**src/rtl/cyc_cost_pkg.sv**
```systemverilog
package cyc_cost_pkg;
  typedef enum logic [1:0] {
    CLS_ALU    = 2'd0,
    CLS_HLOAD  = 2'd1,
    CLS_BLOAD  = 2'd2,
    CLS_BSTORE = 2'd3
  } instr_cls_e;
endpackage

```
**src/rtl/cyc_popcnt.sv**
```systemverilog
module cyc_popcnt #(
  parameter int W     = 16,
  parameter int OUT_W = $clog2(W + 1)
) (
  input  logic [W-1:0]     vec_i,
  output logic [OUT_W-1:0] cnt_o
);
  always_comb begin
    cnt_o = '0;
    for (int b = 0; b < W; b++) begin
      cnt_o = cnt_o + OUT_W'(vec_i[b]);
    end
  end
endmodule

```
**src/rtl/cyc_cost_rules.sv**
```systemverilog
module cyc_cost_rules
  import cyc_cost_pkg::*;
#(
  parameter int N_W   = 5,
  parameter int CNT_W = 5
) (
  input  instr_cls_e       cls_i,
  input  logic             shift_i,
  input  logic             pc_dst_i,
  input  logic             pc_in_list_i,
  input  logic [N_W-1:0]   n_raw_i,
  output logic [CNT_W-1:0] s_o,
  output logic [CNT_W-1:0] n_o,
  output logic [CNT_W-1:0] i_o
);
  logic [CNT_W-1:0] n_eff;

  always_comb begin
    n_eff = (n_raw_i == '0) ? CNT_W'(1) : CNT_W'(n_raw_i);
    s_o   = '0;
    n_o   = '0;
    i_o   = '0;
    unique case (cls_i)
      CLS_ALU: begin
        s_o = pc_dst_i ? CNT_W'(2) : CNT_W'(1);
        n_o = pc_dst_i ? CNT_W'(1) : CNT_W'(0);
        i_o = CNT_W'(shift_i);
      end
      CLS_HLOAD: begin
        s_o = pc_dst_i ? CNT_W'(2) : CNT_W'(1);
        n_o = pc_dst_i ? CNT_W'(2) : CNT_W'(1);
        i_o = CNT_W'(1);
      end
      CLS_BLOAD: begin
        s_o = pc_in_list_i ? n_eff + CNT_W'(1) : n_eff;
        n_o = pc_in_list_i ? CNT_W'(2) : CNT_W'(1);
        i_o = CNT_W'(1);
      end
      CLS_BSTORE: begin
        s_o = n_eff - CNT_W'(1);
        n_o = CNT_W'(2);
        i_o = CNT_W'(0);
      end
      default: begin
        s_o = '0;
        n_o = '0;
        i_o = '0;
      end
    endcase
  end
endmodule

```
**src/rtl/cyc_budget.sv**
```systemverilog
module cyc_budget #(
  parameter int BUD_W = 32,
  parameter int SUM_W = 6
) (
  input  logic                    clk,
  input  logic                    rst_n,
  input  logic                    load_i,
  input  logic [BUD_W-1:0]        load_val_i,
  input  logic                    debit_en_i,
  input  logic [SUM_W-1:0]        debit_amt_i,
  output logic signed [BUD_W-1:0] budget_o,
  output logic                    done_o
);
  logic signed [BUD_W-1:0] bud_q, bud_d;
  logic                    bud_en;

  always_comb begin
    bud_en = load_i | debit_en_i;
    if (load_i) bud_d = $signed(load_val_i);
    else        bud_d = bud_q - $signed(BUD_W'(debit_amt_i));
  end

  always_ff @(posedge clk or negedge rst_n) begin
    if (!rst_n)      bud_q <= '0;
    else if (bud_en) bud_q <= bud_d;
  end

  assign budget_o = bud_q;
  assign done_o   = bud_q[BUD_W-1] | (bud_q == '0);
endmodule

```
**src/rtl/cyc_cost_calc.sv**
```systemverilog
module cyc_cost_calc
  import cyc_cost_pkg::*;
#(
  parameter int LIST_W = 16,
  parameter int CNT_W  = 5,
  parameter int SUM_W  = 6,
  parameter int BUD_W  = 32
) (
  input  logic              clk,
  input  logic              rst_n,
  input  logic              req_vld_i,
  input  logic [1:0]        req_cls_i,
  input  logic              reg_shift_i,
  input  logic              pc_dst_i,
  input  logic [LIST_W-1:0] reg_list_i,
  input  logic              bud_load_i,
  input  logic [BUD_W-1:0]  bud_value_i,
  output logic              cost_vld_o,
  output logic [CNT_W-1:0]  s_cnt_o,
  output logic [CNT_W-1:0]  n_cnt_o,
  output logic [CNT_W-1:0]  i_cnt_o,
  output logic [SUM_W-1:0]  total_o,
  output logic [BUD_W-1:0]  budget_o,
  output logic              bud_done_o
);
  localparam int N_W = $clog2(LIST_W + 1);

  logic [N_W-1:0]   n_raw;
  logic [CNT_W-1:0] s_d, n_d, i_d;
  logic [SUM_W-1:0] tot_d;
  logic [CNT_W-1:0] s_q, n_q, i_q;
  logic [SUM_W-1:0] tot_q;
  logic             vld_q;
  logic signed [BUD_W-1:0] bud_s;

  cyc_popcnt #(.W(LIST_W), .OUT_W(N_W)) u_pop (
    .vec_i (reg_list_i),
    .cnt_o (n_raw)
  );

  cyc_cost_rules #(.N_W(N_W), .CNT_W(CNT_W)) u_rules (
    .cls_i        (instr_cls_e'(req_cls_i)),
    .shift_i      (reg_shift_i),
    .pc_dst_i     (pc_dst_i),
    .pc_in_list_i (reg_list_i[LIST_W-1]),
    .n_raw_i      (n_raw),
    .s_o          (s_d),
    .n_o          (n_d),
    .i_o          (i_d)
  );

  always_comb begin
    tot_d = SUM_W'(s_d) + SUM_W'(n_d) + SUM_W'(i_d);
  end

  always_ff @(posedge clk or negedge rst_n) begin
    if (!rst_n) begin
      vld_q <= 1'b0;
    end else begin
      vld_q <= req_vld_i;
    end
  end

  always_ff @(posedge clk or negedge rst_n) begin
    if (!rst_n) begin
      s_q   <= '0;
      n_q   <= '0;
      i_q   <= '0;
      tot_q <= '0;
    end else if (req_vld_i) begin
      s_q   <= s_d;
      n_q   <= n_d;
      i_q   <= i_d;
      tot_q <= tot_d;
    end
  end

  cyc_budget #(.BUD_W(BUD_W), .SUM_W(SUM_W)) u_bud (
    .clk         (clk),
    .rst_n       (rst_n),
    .load_i      (bud_load_i),
    .load_val_i  (bud_value_i),
    .debit_en_i  (vld_q),
    .debit_amt_i (tot_q),
    .budget_o    (bud_s),
    .done_o      (bud_done_o)
  );

  assign cost_vld_o = vld_q;
  assign s_cnt_o    = s_q;
  assign n_cnt_o    = n_q;
  assign i_cnt_o    = i_q;
  assign total_o    = tot_q;
  assign budget_o   = bud_s;
endmodule

```
**config.mk**
```make
export PLATFORM = sky130hd
export DESIGN_NAME = cyc_cost_calc
export DESIGN_NICKNAME = d
export VERILOG_FILES = /design/src/rtl/cyc_cost_pkg.sv /design/src/rtl/cyc_popcnt.sv /design/src/rtl/cyc_cost_rules.sv /design/src/rtl/cyc_budget.sv /design/src/rtl/cyc_cost_calc.sv
export SDC_FILE = /design/constraint.sdc
export NUM_CORES = 1
export LEC_CHECK = 0
export BUFFER_PORTS_ARGS = -buffer_cell sky130_fd_sc_hd__buf_2
export CAP_MARGIN = 20
export CORE_ASPECT_RATIO = 1.25
export CORE_UTILIZATION = 40
export DETAILED_ROUTE_END_ITERATION = 8
export GPL_TIMING_DRIVEN = 0
export PLACE_DENSITY = 0.6
export SLEW_MARGIN = 10
export SYNTH_ARGS = -nofsm -noshare
export SYNTH_HDL_FRONTEND = slang
export SYNTH_HIERARCHICAL = 1
export SYNTH_SLANG_ARGS = --single-unit
```
**constraint.sdc**
```tcl
create_clock -name clk -period 2.8 [get_ports clk]
set_clock_uncertainty 0.05 [all_clocks]
set_input_delay 0.14 -clock clk [delete_from_list [all_inputs] [get_ports clk]]
set_output_delay 0.14 -clock clk [all_outputs]
set_load 0.1 [all_outputs]
```
==> out/qor.csv <==
metric;value;unit
crit_arrival;5.80;ns
drt_iter0_drc;150;
tightestPinTransition;0.679;ns
ff2ff_path_depth;8;
violations;negative setup slack;
p_leak;0.00244;µW
port-buffer-count;110;
wl;10800;µm
grt_first_pass_wirelength;17600;µm
ys_ff_latch;54;
grt_max_degree;30;
ys_seq_area_frac;0.337;
drc;0;
cpPeakStageDelay;0.61;ns
setup_viol;11;
fin_crit;5.68;ns
placed_cells;662;
fin_crit_sh;2.03;
r2r_start;u_bud/budget_o[4];
die_y;114;µm
fmax;0.176;GHz
via_count;3604;
yosysWarnings;6;
crit_path_end;total_o[3];
crit_cells;24;
met3_usage;0.0387;
cp_slowest_cell;fa_1;
die_w;91.6;µm
area_delta_synth_final;31.8;%
ios;111;
synthArstFlopShare;1.00;
syn-instance-count;419;
finalHoldViolCount;0;
dieArea;10400;µm²
clk_pin_slew;0.07;ns
setup_ws;-2.88;ns
start_kind;primary input;
globalplace.congestion;0.798;
grt_util_all_layers;0.212;
drv_slew;0;
tns;-22.28;ns
syn_avg_cell_area;9.58;µm²
grt_util_met1;0.255;
dr.pass1.iters;4;
cp-end-kind;flip-flop;
synth_area;4020;µm²
yosysUniqueCellTypes;62;
vias_per_cell;5.25;
avgRoutedWirePerCell;15.7;µm
grt_setup_unrepaired;yes;
regToRegEndpoint;u_bud/budget_o[19];
cts_tree;built;
start_util;0.416;
drive_gt1_frac;0.422;
dpl.hpwl;8240;µm
final_cell_mix;buf_2 (107), dfrtp_1 (37), inv_1 (36);
cap_violations;0;
p_per_area;1140;nW/µm²
critPathKind;primary input to flip-flop;
busiest_layer;met2;
clock_sinks;54;
power;6020;µW
path_cells;buf_8 -> inv_4 -> fa_1 -> fa_1 -> fa_2 -> fa_2 -> inv_2 -> ha_1 -> a21o_1 -> a21oi_2 -> xnor2_1 -> buf_4 -> nor4_4 -> nor2_1 -> ha_2 -> mux2i_1 -> nor2_1 -> a221o_1 -> fa_1 -> ha_4 -> inv_2 -> fa_2 -> xnor2_2 -> mux2_4;
irDropWorstVdd;0.00106;V
hp-class;primary input to flip-flop;
finalNonFillerCells;687;
cts_max_level;2;
path_max_fanout;5;
globalRouteOverflowTotal;0;
drtAntennaViolNets;0;
rrSetupSlack;0.11;ns
rows;40;
outcome;complete, but fails checks;
met2_usage;0.382;
critical-path-top-delay-family;adder cells;
final_common_cell;buf_2;
clock_path_buffers;2;
diodes;0;
synth_edf_count;0;
numCtsBuffers;5;
cts-root-buf;clkbuf_16;
cp-startpoint;reg_list_i[15];
grt_pass1_vias;3542;
crit_buf_inv;5;
critPathRequiredTime;2.92;ns
ys.flop_type;dfrtp_1;
fin_nets;653;
clk_latency;0.29;ns
slew-limit-headroom;0.544;
antenna_found_initial;0;
core_area;9660;µm²
## report_power, final
group | internal, µW | switching [µW]
Clock | 405 | 271
Sequential | 966 | 181
Combinational | 1460 | 2730
Total | 2830 | 3180
## layer usage
layer	vias to the layer above	wire, µm
li1	1758	-
met1	1722	4320
met2	107	5620
met3	17	620
met4	0	225
met5	-	0
## cell usage after synthesis (9+ instances only)
master | count | area, µm²
a31oi_1 | 18 | 113
dfrtp_1 | 54 | 1350
nor2_1 | 24 | 90.1
nor2b_1 | 9 | 56.3
inv_1 | 49 | 184
clkbuf_1 | 10 | 37.5
fa_1 | 17 | 340
ha_1 | 20 | 250
nand2_1 | 25 | 93.8
o21ai_0 | 16 | 80.1
mux2_2 | 21 | 236
nand3_1 | 9 | 45.0
o31ai_1 | 15 | 113
or4_1 | 21 | 158
## cells by family (layout without fill, tap and decap cells)
kind of cell | count (synthesis) | in the layout | synth area share
AND/OR/NAND/NOR | 134 | 134 | 0.198
AO/OA/AOI/OAI | 82 | 82 | 0.142
buffers and inverters | 76 | 212 | 0.0848
flip-flops | 54 | 54 | 0.337
adder cells (fa/ha/maj) | 37 | 37 | 0.147
multiplexers | 24 | 24 | 0.0664
XOR/XNOR | 11 | 11 | 0.0240
other | 1 | 7 | 0.000934
## sequential cells by signal, indices dropped and copies added, names as in the netlist
name / cells
cost_vld_o: 1
i_cnt_o: 5
n_cnt_o: 5
s_cnt_o: 5
total_o: 6
u_bud/budget_o: 32
## final cells by class
cell class,count,area [µm²]
fill,934,4370
multi-input combinational,295,2470
sequential,54,1380
timing repair buffer,129,759
inverter,51,209
clock buffer,8,166
tap,126,158
buffer,24,149
## worst min-delay path: cells and delay by family
family,cells,cell delay [ns]
and+or+nand+nor,1,0.04
AOI/OAI and AO/OA,1,0.05
buffers and inverters,1,0.07
## metrics by stage
stage | area, µm² | hold slack, ns | utilization | setup WS [ns]
after floorplan | 4140 | -0.206 | - | -2.88
final | 5290 | 0.00658 | 0.548 | -2.88
after global placement | 4840 | 0.286 | 0.501 | -3.25
after global routing | 5290 | 0.0102 | 0.548 | -3.12
after detailed placement | 4860 | 0.150 | 0.503 | -3.29
after CTS | 5180 | 0.000218 | 0.537 | -2.89
## timing repair
item / CTS / global route
endpoints found under the setup margin: 22 / 30
hold buffers: 3 / 0
hold endpoints to repair: 27 / 0
buffers inserted: 7 / 8
pin swaps: 20 / 26
gates resized for setup: 23 / 23
## worst min-delay path by stage
stage / start / endpoint / slack (ns) / depth (start not counted)
2_1_floorplan: rst_n / cost_vld_o / -0.21 / 0
3_3_place_gp: req_vld_i / cost_vld_o / 0.29 / 1
3_5_place_dp: rst_n / u_bud/budget_o[30] / 0.15 / 1
4_1_cts: bud_value_i[2] / u_bud/budget_o[2] / 0.0002 / 3
5_1_grt: bud_value_i[2] / u_bud/budget_o[2] / 0.01 / 3
6_report: bud_value_i[2] / u_bud/budget_o[2] / 0.007 / 3
No activity file was read; power rests on OpenSTA's default activity.
